===== src/rtl/hwr_pkg.sv =====
package hwr_pkg;

  typedef enum logic [1:0] {
    RES_OK  = 2'd0,
    RES_TMO = 2'd1,
    RES_SUM = 2'd2
  } hwr_result_e;

  typedef enum logic [3:0] {
    S_IDLE,
    S_WAKE,
    S_LETGO,
    S_ACK_LO,
    S_ACK_HI_W,
    S_ACK_HI,
    S_BIT_LO,
    S_BIT_HI,
    S_TAIL
  } hwr_state_e;

  typedef struct packed {
    logic [7:0] whole;
    logic [3:0] tenth;
  } hwr_temp_t;

  function automatic logic [7:0] sum4(input logic [31:0] d);
    return d[31:24] + d[23:16] + d[15:8] + d[7:0];
  endfunction

  // Sign lives in bit 7 of the fraction byte; negative values borrow from the
  // whole part when the complemented fraction reaches ten.
  function automatic hwr_temp_t conv_temp(input logic [7:0] ip, input logic [7:0] fp);
    hwr_temp_t  r;
    logic [7:0] t;
    r.whole = ip;
    r.tenth = fp[3:0];
    if (fp[7]) begin
      r.whole = 8'd0 - ip;
      t = 8'd10 - {1'b0, fp[6:0]};
      if (t == 8'd10) begin
        r.tenth = 4'd0;
        r.whole = r.whole - 8'd1;
      end else begin
        r.tenth = t[3:0];
      end
    end
    return r;
  endfunction

endpackage


===== src/rtl/hwr_sync.sv =====
module hwr_sync (
  input  logic clk,
  input  logic rst_n,
  input  logic d_i,
  output logic q_o
);
  logic meta_q;

  always_ff @(posedge clk or negedge rst_n) begin
    if (!rst_n) begin
      meta_q <= 1'b1;
      q_o    <= 1'b1;
    end else begin
      meta_q <= d_i;
      q_o    <= meta_q;
    end
  end
endmodule


===== src/rtl/hwr_tick.sv =====
module hwr_tick #(
  parameter int DIV = 200
) (
  input  logic clk,
  input  logic rst_n,
  output logic tick_o
);
  generate
    if (DIV <= 1) begin : g_every
      assign tick_o = 1'b1;
    end else begin : g_div
      localparam int DW = $clog2(DIV);
      logic [DW-1:0] div_q;
      always_ff @(posedge clk or negedge rst_n) begin
        if (!rst_n) div_q <= '0;
        else if (div_q == DW'(DIV - 1)) div_q <= '0;
        else div_q <= div_q + 1'b1;
      end
      assign tick_o = (div_q == DW'(DIV - 1));

      p_tick_gap_r2: assert property (@(posedge clk) disable iff (!rst_n)
        tick_o |=> !tick_o)
        else $error("tick repeated on consecutive cycles");
    end
  endgenerate
endmodule


===== src/rtl/hwr_decode.sv =====
module hwr_decode
  import hwr_pkg::*;
(
  input  logic [39:0] frame_i,
  output logic        sum_ok_o,
  output logic [7:0]  humid_o,
  output hwr_temp_t   temp_o
);
  assign sum_ok_o = (sum4(frame_i[39:8]) == frame_i[7:0]);
  assign humid_o  = frame_i[39:32];
  assign temp_o   = conv_temp(frame_i[23:16], frame_i[15:8]);
endmodule


===== src/rtl/hygro_wire_reader.sv =====
module hygro_wire_reader
  import hwr_pkg::*;
#(
  parameter int CLK_PER_US = 200,
  parameter int START_US   = 18500,
  parameter int TIMEOUT_US = 200
) (
  input  logic       clk,
  input  logic       rst_n,
  input  logic       start_i,
  input  logic       line_i,
  output logic       line_oe_o,
  output logic       busy_o,
  output logic       done_o,
  output logic [1:0] status_o,
  output logic [7:0] humid_o,
  output logic [7:0] temp_int_o,
  output logic [3:0] temp_tenth_o
);
  localparam int NBITS   = 40;
  localparam int CNT_MAX = (START_US > TIMEOUT_US) ? START_US : TIMEOUT_US;
  localparam int CW      = $clog2(CNT_MAX + 2);
  localparam int BW      = $clog2(NBITS + 1);

  logic line_s, tick;
  hwr_sync u_sync (.clk(clk), .rst_n(rst_n), .d_i(line_i), .q_o(line_s));
  hwr_tick #(.DIV(CLK_PER_US)) u_tick (.clk(clk), .rst_n(rst_n), .tick_o(tick));

  hwr_state_e     state_q, state_d;
  logic [CW-1:0]  cnt_q, thresh_q;
  logic [39:0]    frame_q;
  logic [BW-1:0]  bit_cnt_q;

  // named events for the checks
  logic go_evt, abort_evt, end_evt, ack_meas_evt, bit_evt;
  logic wait_expired, bit_val;
  logic sum_ok;
  logic [7:0] dec_humid;
  hwr_temp_t  dec_temp;

  hwr_decode u_dec (.frame_i(frame_q), .sum_ok_o(sum_ok), .humid_o(dec_humid), .temp_o(dec_temp));

  assign wait_expired = (cnt_q >= CW'(TIMEOUT_US));
  assign bit_val      = (cnt_q > thresh_q);

  always_comb begin
    state_d      = state_q;
    go_evt       = 1'b0;
    abort_evt    = 1'b0;
    end_evt      = 1'b0;
    ack_meas_evt = 1'b0;
    bit_evt      = 1'b0;
    unique case (state_q)
      S_IDLE:     if (start_i) begin go_evt = 1'b1; state_d = S_WAKE; end
      S_WAKE:     if (cnt_q >= CW'(START_US)) state_d = S_LETGO;
      S_LETGO:    if (line_s) state_d = S_ACK_LO;   else if (wait_expired) abort_evt = 1'b1;
      S_ACK_LO:   if (!line_s) state_d = S_ACK_HI_W; else if (wait_expired) abort_evt = 1'b1;
      S_ACK_HI_W: if (line_s) state_d = S_ACK_HI;   else if (wait_expired) abort_evt = 1'b1;
      S_ACK_HI:   if (!line_s) begin ack_meas_evt = 1'b1; state_d = S_BIT_LO; end
                  else if (wait_expired) abort_evt = 1'b1;
      S_BIT_LO:   if (line_s) state_d = S_BIT_HI;   else if (wait_expired) abort_evt = 1'b1;
      S_BIT_HI:   if (!line_s) begin
                    bit_evt = 1'b1;
                    state_d = (bit_cnt_q == BW'(NBITS - 1)) ? S_TAIL : S_BIT_LO;
                  end else if (wait_expired) abort_evt = 1'b1;
      S_TAIL:     if (line_s) begin end_evt = 1'b1; state_d = S_IDLE; end
                  else if (wait_expired) abort_evt = 1'b1;
      default:    state_d = S_IDLE;
    endcase
    if (abort_evt) state_d = S_IDLE;
  end

  always_ff @(posedge clk or negedge rst_n) begin
    if (!rst_n) begin
      state_q      <= S_IDLE;
      cnt_q        <= '0;
      thresh_q     <= '0;
      frame_q      <= '0;
      bit_cnt_q    <= '0;
      done_o       <= 1'b0;
      status_o     <= RES_OK;
      humid_o      <= '0;
      temp_int_o   <= '0;
      temp_tenth_o <= '0;
    end else begin
      state_q <= state_d;
      if (state_d != state_q) cnt_q <= '0;
      else if (tick && cnt_q != '1) cnt_q <= cnt_q + 1'b1;
      if (ack_meas_evt) thresh_q <= cnt_q >> 1;
      if (go_evt) bit_cnt_q <= '0;
      if (bit_evt) begin
        frame_q   <= {frame_q[38:0], bit_val};
        bit_cnt_q <= bit_cnt_q + 1'b1;
      end
      done_o <= end_evt | abort_evt;
      if (abort_evt) status_o <= RES_TMO;
      if (end_evt) begin
        status_o <= sum_ok ? RES_OK : RES_SUM;
        if (sum_ok) begin
          humid_o      <= dec_humid;
          temp_int_o   <= dec_temp.whole;
          temp_tenth_o <= dec_temp.tenth;
        end
      end
    end
  end

  assign busy_o    = (state_q != S_IDLE);
  assign line_oe_o = (state_q == S_WAKE);

  p_oe_busy_r2: assert property (@(posedge clk) disable iff (!rst_n)
    line_oe_o |-> busy_o) else $error("bus pulled low while idle");
  p_go_r2: assert property (@(posedge clk) disable iff (!rst_n)
    (start_i && !busy_o) |=> (busy_o && line_oe_o)) else $error("start not taken");
  p_no_rewake_r3: assert property (@(posedge clk) disable iff (!rst_n)
    (busy_o && !line_oe_o) |=> !line_oe_o) else $error("bus pulled low again mid-read");
  p_bits_bound_r4: assert property (@(posedge clk) disable iff (!rst_n)
    bit_cnt_q <= BW'(NBITS)) else $error("bit counter overran");
  p_hold_on_error_r6: assert property (@(posedge clk) disable iff (!rst_n)
    (done_o && status_o != RES_OK) |->
      ($stable(humid_o) && $stable(temp_int_o) && $stable(temp_tenth_o)))
    else $error("outputs changed on failed read");
  p_done_pulse_r10: assert property (@(posedge clk) disable iff (!rst_n)
    done_o |=> !done_o) else $error("done longer than one cycle");
  p_done_idle_r10: assert property (@(posedge clk) disable iff (!rst_n)
    done_o |-> !busy_o) else $error("done while busy");
endmodule


===== config.mk =====
export PLATFORM = sky130hd
export DESIGN_NAME = hygro_wire_reader
export DESIGN_NICKNAME = d
export VERILOG_FILES = /design/src/rtl/hwr_pkg.sv /design/src/rtl/hwr_sync.sv /design/src/rtl/hwr_tick.sv /design/src/rtl/hwr_decode.sv /design/src/rtl/hygro_wire_reader.sv
export SDC_FILE = /design/constraint.sdc
export NUM_CORES = 1
export LEC_CHECK = 0
export BUFFER_PORTS_ARGS = -buffer_cell sky130_fd_sc_hd__buf_2
export CORE_ASPECT_RATIO = 0.6
export CORE_MARGIN = 2
export CORE_UTILIZATION = 67
export CTS_CLUSTER_SIZE = 8
export DETAILED_ROUTE_END_ITERATION = 12
export PLACE_DENSITY = 0.86
export SLEW_MARGIN = 0
export SYNTH_ARGS = -nofsm -noshare
export SYNTH_HDL_FRONTEND = slang
export SYNTH_SLANG_ARGS = --single-unit

===== constraint.sdc =====
create_clock -name clk -period 6.47 [get_ports clk]
set_clock_uncertainty 0.15 [all_clocks]
set_input_delay 0.9705 -clock clk [delete_from_list [all_inputs] [get_ports clk]]
set_output_delay 0.9705 -clock clk [all_outputs]
set_load 0.02 [all_outputs]

# Word-level counts from Yosys, hierarchy flattened
# Index checks and enable logic that the tools add are counted.
# op_classes
add_sub_neg,9
magnitude_cmp,3
eq_ne,14
muxes,34
bitwise,1
reduce_logical,9
# op_table
cell,count
$mux 4,12
$pmux 4 s9,1
$mux 15,2
$add 8x8->8,3
$eq 4x3->1 const B,4
$mux 8,2
$add 15x1->15 const B,1
$ge 15x15->1 const B,1
$ge 15x8->1 const B,1
$gt 15x14->1,1
$ne 15x15->1 const B,1
$mux 12,1
$mux 6,2
$mux 1,10
$add 8x1->8 const B,1
$eq 4x2->1 const B,2
$eq 8x4->1 const B,1
$eq 8x8->1,1
$eq 8x8->1 const B,1
$sub 1x8->8 const A,1
$sub 4x7->8 const A,1
$sub 8x1->8 const B,1
$add 6x1->6 const B,1
$eq 6x6->1 const B,1
other kinds (13),17
# word_totals
regBits,112
input_bits,4
word_cells,83

# Logic depth before layout (Yosys ltp)
# Gate-level depths: netlist (run 1).
# logic_depth
depth_word,7
depth_mapped,12
depth_no_buf,11

# Cells and area by module
# Synthesis (run 1) repeated with hierarchy kept, for this count alone.
# hier_totals
cells_unflattened,655
hier_area_um2,6439.9
# by_module_without_submodules
module,instances,cells_each,area_per_inst_um2
hygro_wire_reader,1,481,4798.4
hwr_decode,1,139,1198.6
hwr_tick,1,33,390.4
hwr_sync,1,2,52.6

# Worst setup path after synthesis (run 1)
# OpenSTA, ideal clock, no wires.
# synth_timing
path_type,register -> register
startpoint,register frame_q[9]
endpoint,register humid_o[0]
setup_time_ns,0.125
t_arrival_ns,3.487
required_ns,6.195
path_slack_ns,2.708
stages_incl_launch_ff,13
path_buffers,1
cell_sequence,dfrtp_1 > fa_1 > fa_1 > ha_1 > inv_1 > fa_1 > nand2b_1 > a21oi_1 > a31oi_1 > xnor2_1 > nor4_2 > buf_2 > mux2_2
# synth_between
elab_chain_cells,3
# synth_rtl
item,line_no,text
"start, declared",hygro_wire_reader.sv:31,logic [39:0] frame_q;
"start signal, assigned",hygro_wire_reader.sv:92,"frame_q <= {frame_q[38:0], bit_val};"
$add 8x8->8,hwr_pkg.sv:27,return d[31:24] + d[23:16] + d[15:8] + d[7:0];
$eq 8x8->1,hwr_decode.sv:9,assign sum_ok_o = (sum4(frame_i[39:8]) == frame_i[7:0]);
$reduce_and 2->1 (no source line),-,
"end signal, assigned",hygro_wire_reader.sv:100,humid_o <= dec_humid;
"end, declared",hygro_wire_reader.sv:16,"output logic [7:0] humid_o,"
# Every way passes these cells.
# A chain may end at the register's enable or synchronous reset.

# Worst setup path after layout (run 1)
# layout_timing
startpoint,register frame_q[18]
endpoint,register humid_o[2]
# layout_between
elab_chain_cells,4
# layout_rtl
item,line_no
$add 8x8->8 (2 in a row),hwr_pkg.sv:27
$eq 8x8->1,hwr_decode.sv:9
$reduce_and 2->1 (no source line),-
# Every way passes these cells.

==> results of run 1 <==
[state kept, by name, indices dropped and copies added, names as in the netlist, 2 cells and up]
name and cells:
bit_cnt_q 6, cnt_q 15, frame_q 40, humid_o 8
state_q 4, status_o 2, temp_int_o 8, temp_tenth_o 4
thresh_q 14, u_tick.g_div.div_q 8
[area by class of cell]
cell class | count | area share [%]
clock inverter | 6 | 1.09
clock buffer | 10 | 3.47
sequential | 112 | 40.7
inverter | 39 | 2.12
tap | 130 | 2.36
multi-input combinational | 480 | 47.8
timing repair buffer | 32 | 2.50
[cell families (layout without fill, tap and decap cells)]
| family | after synthesis | count (layout) | share of synthesized area [%] |
|---|---|---|---|
| AND/OR/NAND/NOR | 258 | 258 | 19.4 |
| XOR/XNOR | 45 | 45 | 6.19 |
| multiplexers | 34 | 34 | 5.93 |
| adder cells (fa/ha/maj) | 42 | 42 | 9.90 |
| AO/OA/AOI/OAI | 101 | 101 | 10.1 |
| flip-flops | 112 | 112 | 44.0 |
| buffers and inverters | 72 | 87 | 4.50 |
[critical path, delay by kind of cell, from the launching register on]
kind,cells,cell delay (ps)
adder cells (fa/ha/maj),3,1470
flip-flops,1,530
AND/OR/NAND/NOR,2,480
buffers and inverters,2,410
AO/OA/AOI/OAI,2,400
multiplexers,1,380
XOR/XNOR,1,190
[per-layer routing]
layer	share of wire [%]	up-vias
met3	9.7	18
met4	1.4	0
met1	45	2409
met5	0	-
met2	44	254
li1	-	2278
[power by group]
part           total (W)  switching [W]  internal [W]  leakage, nW
clock network   0.000589       0.000272      0.000318        0.152
logic          0.0000163      0.0000144    0.00000187         1.65
registers       0.000702     0.00000120      0.000700         1.51
[cells in the final DEF, fill, tap and decap left out, types with 5 or more instances in the layout]
cell type  instances
nand2_1          125
dfrtp_1          110
o21ai_0           42
inv_1             39
nor2_1            33
mux2_2            29
ha_1              28
xnor2_1           27
buf_2             27
nand3_1           22
a21oi_1           20
xor2_1            18
nor2_2            14
fa_1              14
nand4_1           12
nor3_1            10
clkbuf_16          9
nor2b_1            8
a21o_1             6
buf_4              5
[final timing paths]
path | start | endpoint | slack (ps)
worst min-delay path | u_sync.meta_q | u_sync.q_o | 210
max in group asynchronous | rst_n | frame_q[24] | 4490
worst max register to register | frame_q[18] | humid_o[2] | 2320
worst max-delay path | frame_q[18] | humid_o[2] | 2320
min in group asynchronous | rst_n | state_q[1] | 530
worst min register to register | u_sync.meta_q | u_sync.q_o | 210
[per-stage QoR]
stage	utilization [%]	total power (W)	hold slack, ps	setup WS (ps)	cell area, um^2
after global placement	71.3	0.000732	198	2500	6580
after floorplan	-	0.000717	195	2710	6370
after detailed placement	71.3	0.000733	201	2340	6580
after CTS	74.7	0.00131	212	2320	6890
after global routing	74.7	0.00134	216	2100	6890
final	74.7	0.00131	210	2320	6890
==> metrics.cfg, run 1 <==
[global_route]
antenna_found_initial = 0
grt.busiest_layer = met1
grt_pass1_vias = 4668
grt_pass1_wl_mm = 24.3
grt_use_total_pct = 30.7
grt_use_met3_pct = 8.78
grt_start_max_net_pins = 63
met2_usage_pct = 44.7
gr-total-overflow = 0
grtUsageMet1_pct = 45.9

[critical_path]
crit_type = flop to flop
cp-start-kind = flop
required_ps = 6550
max_stage_delay_ps = 540
crit_path_top_delay_cell = fa_1
critPathCaptureType = flop
cp_max_fo = 19
arrival_ps = 4230
crit_chain = fa_1, fa_1, inv_1, fa_1, nand2b_1, a21oi_1, a31oi_1, xnor2_1, nor4_4, buf_4, mux2_2
path_common_cell = fa_1
rr_worst_depth = 11

[drt]
drc_errors = 0
wl_mm = 14.5
drtIter0Drc = 515
dr.pass1.iters = 5
wl_per_cell_um = 17.9
num_vias = 4959
routed_via_density = 6.13
ant_nets = 0

[finish]
seq_area_um2 = 2810
final_layout_size_suffix_gt1_share_pct = 15.3
area_growth_pct = 8.21
antenna-diode-count = 0
nets = 720
final_cell_count_no_fill = 809
fillers = 615
multi_input_area_um2 = 3290

[logic_synthesis]
yosys-top-cells-count = nand2_1 (125), dfrtp_1 (110), o21ai_0 (42)
ys_top_cells_by_area = dfrtp_1 (43%), nand2_1 (7.4%), ha_1 (5.5%)
yosysMostFrequentCell = nand2_1
synthCells = 664
synth_top_area_share_pct = 43.2
synth_fp_nets = 710
synthArstFlopShare_pct = 100
synth_ff_type = dfrtp_1
ys_seq_area_share_pct = 44.0
post_synth.cell_area_avg_um2 = 9.59
ys_seq_elements = 112
yosysUniqueCellTypes = 66
yosys_warnings = 0
synth_edf_count = 0
syn_area_um2 = 6370
synth_top_area_cell = dfrtp_1

[clock_tree]
cts_max_level = 3
cts_resized = 0
cts_tree = built
clock-sinks = 112
clk_path_buf_depth = 2
clkTransAtPathRegs_ps = 80
numCtsBuffers = 9
holdBufCountCts = 0
clock_latency_ps = 350
postCtsSetupRepairBufs = 0
root_buffer = clkbuf_16

[placement]
place.gp.congestion = 0.875
dp_cells = 793
io_buffers = 28
hpwlAfterDp_mm = 10.2

[sta]
timing.final.crit_share_pct = 64.1
slew_headroom_pct = 37.6
timing.fmax_ghz = 0.241
period_needed_ps = 4150
rsz0062_at_grt = false
finalHoldViolCount = 0
worstMarginPinSlew_ps = 928
finalSetupViolCount = 0
slew_viol_final = 0
tns_ps = 0

[worst_hold_path]
hold_depth = 0
hold_class = flop to flop

[floorplan]
start_util_pct = 69.1
die_y_um = 79.5
coreArea_um2 = 9220
fp-row-count = 27
io_pins = 29
dieWidth_um = 130
dieArea_um2 = 10300

[power]
power_density_nw_per_um2 = 190
ir_worst_vdd_mv = 0.124
p_leak_nw = 3.32

[status]
status = finished, final reports clean

[flow_run]
drv_cap = 0

Note: power is estimated with default switching activity, not from simulation.
==> run 2: changes to the inputs <==
--- a/config.mk
+++ b/config.mk
@@ -8,10 +8,10 @@
 export BUFFER_PORTS_ARGS = -buffer_cell sky130_fd_sc_hd__buf_2
 export CORE_ASPECT_RATIO = 0.6
 export CORE_MARGIN = 2
-export CORE_UTILIZATION = 67
+export CORE_UTILIZATION = 56
 export CTS_CLUSTER_SIZE = 8
 export DETAILED_ROUTE_END_ITERATION = 12
-export PLACE_DENSITY = 0.86
+export PLACE_DENSITY = 0.77
 export SLEW_MARGIN = 0
 export SYNTH_ARGS = -nofsm -noshare
 export SYNTH_HDL_FRONTEND = slang
==> constraint.sdc (replaced) <==
create_clock -name clk -period 3.75 [get_ports clk]
set_clock_uncertainty 0.15 [all_clocks]
set_input_delay 0.5625 -clock clk [delete_from_list [all_inputs] [get_ports clk]]
set_output_delay 0.5625 -clock clk [all_outputs]
set_load 0.02 [all_outputs]
==> run 2 against run 1 <==
The flow now finishes with violations (negative setup slack). Highest routed layer unchanged. Wire length rose by 6.3%. Via count grew 2.0%. Cell count grew 5.3%. Power grew 70%. Count of clock-buffer cells in the layout unchanged. Worst hold slack worse by 54 ps. Global-route usage decreased by 4.5 points. Core utilization down 9.1 points.
==> metrics.cfg, run 2 (synthesis gave the netlist of run 1 again) <==
[power]
total_power_w = 0.00223  ; +70%
ir_worst_vdd_mv = 0.202  ; +64%
p_sw_share_pct = 21.3  ; -0.69 points
power_density_nw_per_um2 = 303  ; +60%
power_frac_comb_pct = 1.3  ; about the same
seqPwrFrac_pct = 54.4  ; +0.7 points
p_int_w = 0.00175  ; +72%
p_clk_share_pct = 44.3  ; -0.8 points
p_leak_nw = 3.53  ; +6.5%
p_switching_w = 0.000474  ; +65%

[floorplan]
start_util_pct = 56.9  ; -12 points
coreArea_um2 = 11200  ; +21%
dieWidth_um = 142  ; +9.1%
dieArea_um2 = 12300  ; +19%
io_pins = 29  ; unchanged
fp-row-count = 30  ; +11%
die_y_um = 86.6  ; +8.9%

[finish]
final_layout_size_suffix_gt1_share_pct = 19.9  ; +4.6 points
layout_common_cells = nand2_1 (125), dfrtp_1 (110), o21ai_0 (42)
final_common_cell = nand2_1
antenna-diode-count = 0  ; unchanged
largest_register_ff_count = 40  ; unchanged
area_growth_pct = 15.2
top_regs = frame_q (40), cnt_q (15), thresh_q (14)
nets = 749  ; +4.0%
final_cell_count_no_fill = 852  ; +5.3%
fillers = 856  ; +39%
regMostFlops = frame_q

[sta]
slew_headroom_pct = 36.4  ; -1.2 points
worstMarginPinSlew_ps = 951  ; +23.5 ps
finalHoldViolCount = 0  ; unchanged
timing.fmax_ghz = 0.251  ; +4.1%
finalSetupViolCount = 20  ; +20
period_needed_ps = 3980  ; -164 ps
slew_viol_final = 0  ; unchanged
fin_ws_ps = -232  ; -2560 ps
timing.final.crit_share_pct = 106  ; +42 points
rsz0062_at_grt = true

[clock_tree]
numCtsBuffers = 9  ; unchanged
clk_path_buf_depth = 2  ; unchanged
clkTransAtPathRegs_ps = 70  ; about the same
clock-sinks = 112  ; unchanged
cts_tree = built
cts_max_level = 3  ; unchanged
clock_latency_ps = 350  ; about the same
root_buffer = clkbuf_16

[global_route]
grt_pass1_wl_mm = 25.3  ; +4.1%
gr-total-overflow = 0  ; unchanged
antenna_found_initial = 0  ; unchanged
grt_start_max_net_pins = 72  ; +14%
grt_use_total_pct = 26.2  ; -4.5 points
grt_pass1_vias = 4934  ; +5.7%

[critical_path]
arrival_ps = 4060  ; -170 ps
critPathCaptureType = flop
cp-start-kind = flop
cp_max_fo = 5  ; -14
required_ps = 3830  ; -2720 ps
crit_type = flop to flop

[placement]
dp_cells = 824  ; +3.9%
hpwlAfterDp_mm = 10.3  ; +0.83%
io_buffers = 28  ; unchanged
place.gp.congestion = 0.905  ; +3.5%

[drt]
ant_nets = 0  ; unchanged
dr.pass1.iters = 5  ; unchanged
wl_per_cell_um = 18.1  ; +0.97%
routed_via_density = 5.94  ; -3.2%
wl_mm = 15.4  ; +6.3%
drc_errors = 0  ; unchanged
drtIter0Drc = 538  ; +4.5%
num_vias = 5058  ; +2.0%

[status]
violations = negative setup slack
status = complete, but fails checks

[flow_run]
drv_cap = 0  ; unchanged

[worst_hold_path]
hold_class = input port to flop

run 2: worst max-delay path, cell delays in order (launching register included):
cell	delay (ps)
dfrtp_1	400
fa_1	510
fa_1	530
ha_2	200
inv_2	50
fa_2	340
nand2b_4	160
a21oi_4	140
buf_6	120
a31oi_4	80
xnor2_2	160
nor4_4	280
buf_4	180
buf_6	130
buf_16	140
mux2_4	300
run 2: path summary, 6_finish.rpt:
check / endpoint / slack [ps] / cells past startpoint / startpoint
hold reg to reg: u_sync.q_o / 210 / 0 / u_sync.meta_q
max in group asynchronous: u_sync.meta_q / 2500 / 2 / rst_n
setup / recovery: humid_o[4] / -230 / 15 / frame_q[17]
hold / removal: u_sync.meta_q / 160 / 1 / line_i
min in group asynchronous: thresh_q[12] / 180 / 1 / rst_n
setup reg to reg: humid_o[4] / -230 / 15 / frame_q[17]
run 2: power groups by stage:
stage | Sequential, W | Combinational (W) | Clock [W]
finish | 0.00121 | 0.0000296 | 0.000987
global route | 0.00121 | 0.0000352 | 0.00105
CTS | 0.00121 | 0.0000315 | 0.000999
detailed placement | 0.00123 | 0.0000315 | 0
global placement | 0.00123 | 0.0000306 | 0
floorplan | 0.00123 | 0.00000327 | 0
run 2: area by class of cell:
type,count,area (um^2),share of cell area (%)
clock buffers,10,239,3.26
clock inverters,6,65.1,0.886
inverters,39,146,1.99
multi-input cells,480,3420,46.6
flip-flops and latches,112,2810,38.2
well taps,144,180,2.45
repair buffers,61,487,6.63
run 2: metrics by stage:
step	TNS [ps]	hold WS (ps)	setup slack, ps	utilization (%)	instance area, um^2
2_1_floorplan	-194	117	-12.1	-	6370
3_3_place_gp	-402	197	-23.8	60.3	6750
3_5_place_dp	-3470	201	-195	60.3	6750
4_1_cts	-2510	146	-173	65.3	7300
5_1_grt	-6340	138	-333	65.6	7340
6_report	-4230	156	-232	65.6	7340
run 2: routing by layer:
layer  global-route usage (%)  up-vias  routed length, um
met4                     6.00        0                193
li1                         -     2339                  -
met3                     6.13       22               1180
met1                     40.0     2470               7320
met5                        0        -                  0
met2                     38.1      227               6720
run 2: what timing repair did:
action                                  4_1_cts  5_1_grt
setup buffers                                 7        3
pin swaps                                     8        8
hold buffers                                  0        0
gates cloned                                  3        0
endpoints found under the setup margin       20       21
resized for setup                            31        5
==> run 3: changes to the inputs <==
--- a/config.mk
+++ b/config.mk
@@ -7,11 +7,11 @@
 export LEC_CHECK = 0
 export BUFFER_PORTS_ARGS = -buffer_cell sky130_fd_sc_hd__buf_2
 export CORE_ASPECT_RATIO = 0.6
-export CORE_MARGIN = 2
+export CORE_MARGIN = 4
 export CORE_UTILIZATION = 56
 export CTS_CLUSTER_SIZE = 8
 export DETAILED_ROUTE_END_ITERATION = 12
-export PLACE_DENSITY = 0.77
+export PLACE_DENSITY = 0.75
 export SLEW_MARGIN = 0
 export SYNTH_ARGS = -nofsm -noshare
 export SYNTH_HDL_FRONTEND = slang
==> run 3 against run 2 <==
The flow still finishes with violations (negative setup slack). Sequential cell count unchanged. Via count down 1.9%. Die area rose by 7.6%. Clock power shrank 1%. Fmax rose by 2.7%. First-iteration DRC count down 6.7%. Register-to-register slack gained 100 ps. Worst hold slack better by 0.82 ps. Setup slack gained 100 ps. Cell count shrank 0.82%. Critical endpoint is now temp_tenth_o[3]. Largest power group unchanged.
==> metrics.cfg, run 3 (synthesis gave the netlist of run 1 again) <==
[critical_path]
reg2reg_from = frame_q[9]
arrival_ps = 3960  ; -100 ps
path_common_cell = fa_1
crit_path_top_delay_cell = fa_1
cp_max_fo = 5  ; unchanged
crit_chain = fa_1, fa_1, ha_2, inv_2, fa_2, buf_6, xnor2_4, xnor2_2, nand3_2, nor4_4, buf_4, buf_8, mux2_4
max_stage_delay_ps = 530  ; about the same
cp-start-kind = flop
critPathCaptureType = flop
startpoint = frame_q[9]
crit_type = flop to flop
required_ps = 3840  ; about the same

[sta]
slew_viol_final = 0  ; unchanged
finalHoldViolCount = 0  ; unchanged
worstMarginPinSlew_ps = 898  ; -52.8 ps
rsz0062_at_grt = true
tns_ps = -2260  ; +1970 ps
period_needed_ps = 3880  ; -104 ps
fin_ws_ps = -127  ; +104 ps
slew_headroom_pct = 39.6  ; +3.2 points
timing.final.crit_share_pct = 103  ; -2.8 points
whs_ps = 157  ; +0.823 ps
finalSetupViolCount = 20  ; unchanged
timing.fmax_ghz = 0.258  ; +2.7%

[placement]
io_buffers = 28  ; unchanged
hpwlAfterDp_mm = 10.4  ; +0.32%
place.gp.congestion = 0.874  ; -3.5%
dp_slack_ps = -142  ; +52.9 ps

[power]
power_density_nw_per_um2 = 303  ; about the same
p_int_w = 0.00175  ; about the same
p_switching_w = 0.000463  ; -2.4%
total_power_w = 0.00221  ; -0.54%
ir_worst_vdd_mv = 0.230  ; +14%
p_sw_share_pct = 20.9  ; -0.40 points
p_leak_nw = 3.51  ; -0.77%
power_frac_comb_pct = 1.3  ; about the same
seqPwrFrac_pct = 54.7  ; +0.3 points
p_clk_share_pct = 44.0  ; -0.3 points

[finish]
largest_register_ff_count = 40  ; unchanged
antenna-diode-count = 0  ; unchanged
postLayoutCoreUtil_pct = 67.3  ; +1.7 points
top_regs = frame_q (40), cnt_q (15), thresh_q (14)
fillers = 800  ; -6.5%
layout_common_cells = nand2_1 (124), dfrtp_1 (110), o21ai_0 (42)
area_growth_pct = 14.6
regMostFlops = frame_q
final_common_cell = nand2_1
final_layout_size_suffix_gt1_share_pct = 20.0  ; +0.056 points
nets = 747  ; -0.27%

[global_route]
grt_pass1_vias = 4899  ; -0.71%
grt_use_met3_pct = 6.72  ; +0.59 points
antenna_found_initial = 0  ; unchanged
grt.busiest_layer = met1
grt_use_total_pct = 23.9  ; -2.2 points
grt_pass1_wl_mm = 25.5  ; +0.76%
met2_usage_pct = 32.9  ; -5.3 points
grt_start_max_net_pins = 68  ; -5.6%
gr-total-overflow = 0  ; unchanged
grtUsageMet1_pct = 37.0  ; -3.0 points

[floorplan]
fp-row-count = 29  ; -3.3%
dieWidth_um = 146  ; +2.8%
io_pins = 29  ; unchanged
die_y_um = 90.6  ; +4.6%
dieArea_um2 = 13200  ; +7.6%
start_util_pct = 58.7  ; +1.8 points
coreArea_um2 = 10800  ; -3.0%

[clock_tree]
holdBufCountCts = 0  ; unchanged
clk_path_buf_depth = 2  ; unchanged
cts_max_level = 3  ; unchanged
cts_tree = built
clock_latency_ps = 350  ; about the same
clock-sinks = 112  ; unchanged
numCtsBuffers = 9  ; unchanged
root_buffer = clkbuf_16
clkTransAtPathRegs_ps = 70  ; about the same

[drt]
wl_per_cell_um = 18.1  ; +0.26%
routed_via_density = 5.87  ; -1.0%
num_vias = 4964  ; -1.9%
wl_mm = 15.3  ; -0.56%
drtIter0Drc = 502  ; -6.7%
ant_nets = 0  ; unchanged
drc_errors = 0  ; unchanged
dr.pass1.iters = 5  ; unchanged

[status]
violations = negative setup slack
status = complete, but fails checks

[worst_hold_path]
hold_class = input port to flop
min-delay-start = line_i

[flow_run]
drv_cap = 0  ; unchanged

==> run 3: cell types whose count changed in the layout (fill, tap and decap cells not counted), sizes merged <==
| cell | before | now |
|---|---|---|
| buf | 61 | 59 |
| clkbuf | 10 | 12 |
| clkinv | 2 | 1 |
| clkinvlp | 1 | 2 |
| inv | 41 | 39 |
==> run 3: worst max-delay path: cells and delay by family (launching register included) <==
family        cells  cell delay, ps
xor+xnor          2             320
fa+ha+maj         4            1600
buf+inv           4             540
flops             1             410
mux               1             300
simple gates      2             430
==> run 3: area by class of cell <==
cell class / count / area (um^2) / share of cell area [%]
clock buffer: 12 / 246 / 3.38
clock inverter: 4 / 53.8 / 0.737
inverter: 39 / 146 / 2.01
multi-input combinational: 480 / 3440 / 47.1
sequential: 112 / 2810 / 38.4
tap: 139 / 174 / 2.38
timing repair buffer: 59 / 439 / 6.02
==> run 3: power by group through the flow <==
| stage | sequential, W | clock [W] | combinational, W |
|---|---|---|---|
| finish | 0.00121 | 0.000974 | 0.0000296 |
| global route | 0.00121 | 0.00105 | 0.0000349 |
| CTS | 0.00121 | 0.000997 | 0.0000316 |
| detailed placement | 0.00123 | 0 | 0.0000316 |
| global placement | 0.00123 | 0 | 0.0000307 |
| floorplan | 0.00123 | 0 | 0.00000327 |
==> run 3: path summary, 6_finish.rpt <==
path	to	slack (ps)	depth (start not counted)
worst max-delay path	temp_tenth_o[3]	-130	13
worst min-delay path	u_sync.meta_q	160	1
worst max register to register	temp_tenth_o[3]	-130	13
worst min register to register	u_sync.q_o	210	0
max in group asynchronous	temp_int_o[4]	2530	2
min in group asynchronous	thresh_q[0]	180	1
==> run 3: per-stage QoR <==
step | cell area, um^2 | cells
2_1_floorplan | 6370 | 664
6_report | 7300 | 845
3_5_place_dp | 6750 | 820
3_3_place_gp | 6750 | 820
4_1_cts | 7280 | 847
5_1_grt | 7300 | 845
==> run 3: per-layer routing <==
metal  routed length, um  vias to the layer above  part of all wire, %
met1                7370                     2385                   48
li1                    -                     2325                    -
met2                6340                      229                   41
met4                 206                        0                  1.3
met5                   0                        -                    0
met3                1420                       25                  9.2
==> run 3: repair_timing <==
action,in CTS,in global routing
endpoints found under the setup margin,19,21
gates resized for setup,25,16
gates cloned,3,0
endpoints found under the hold margin,0,0
buffers inserted,8,1
pin swaps,7,8
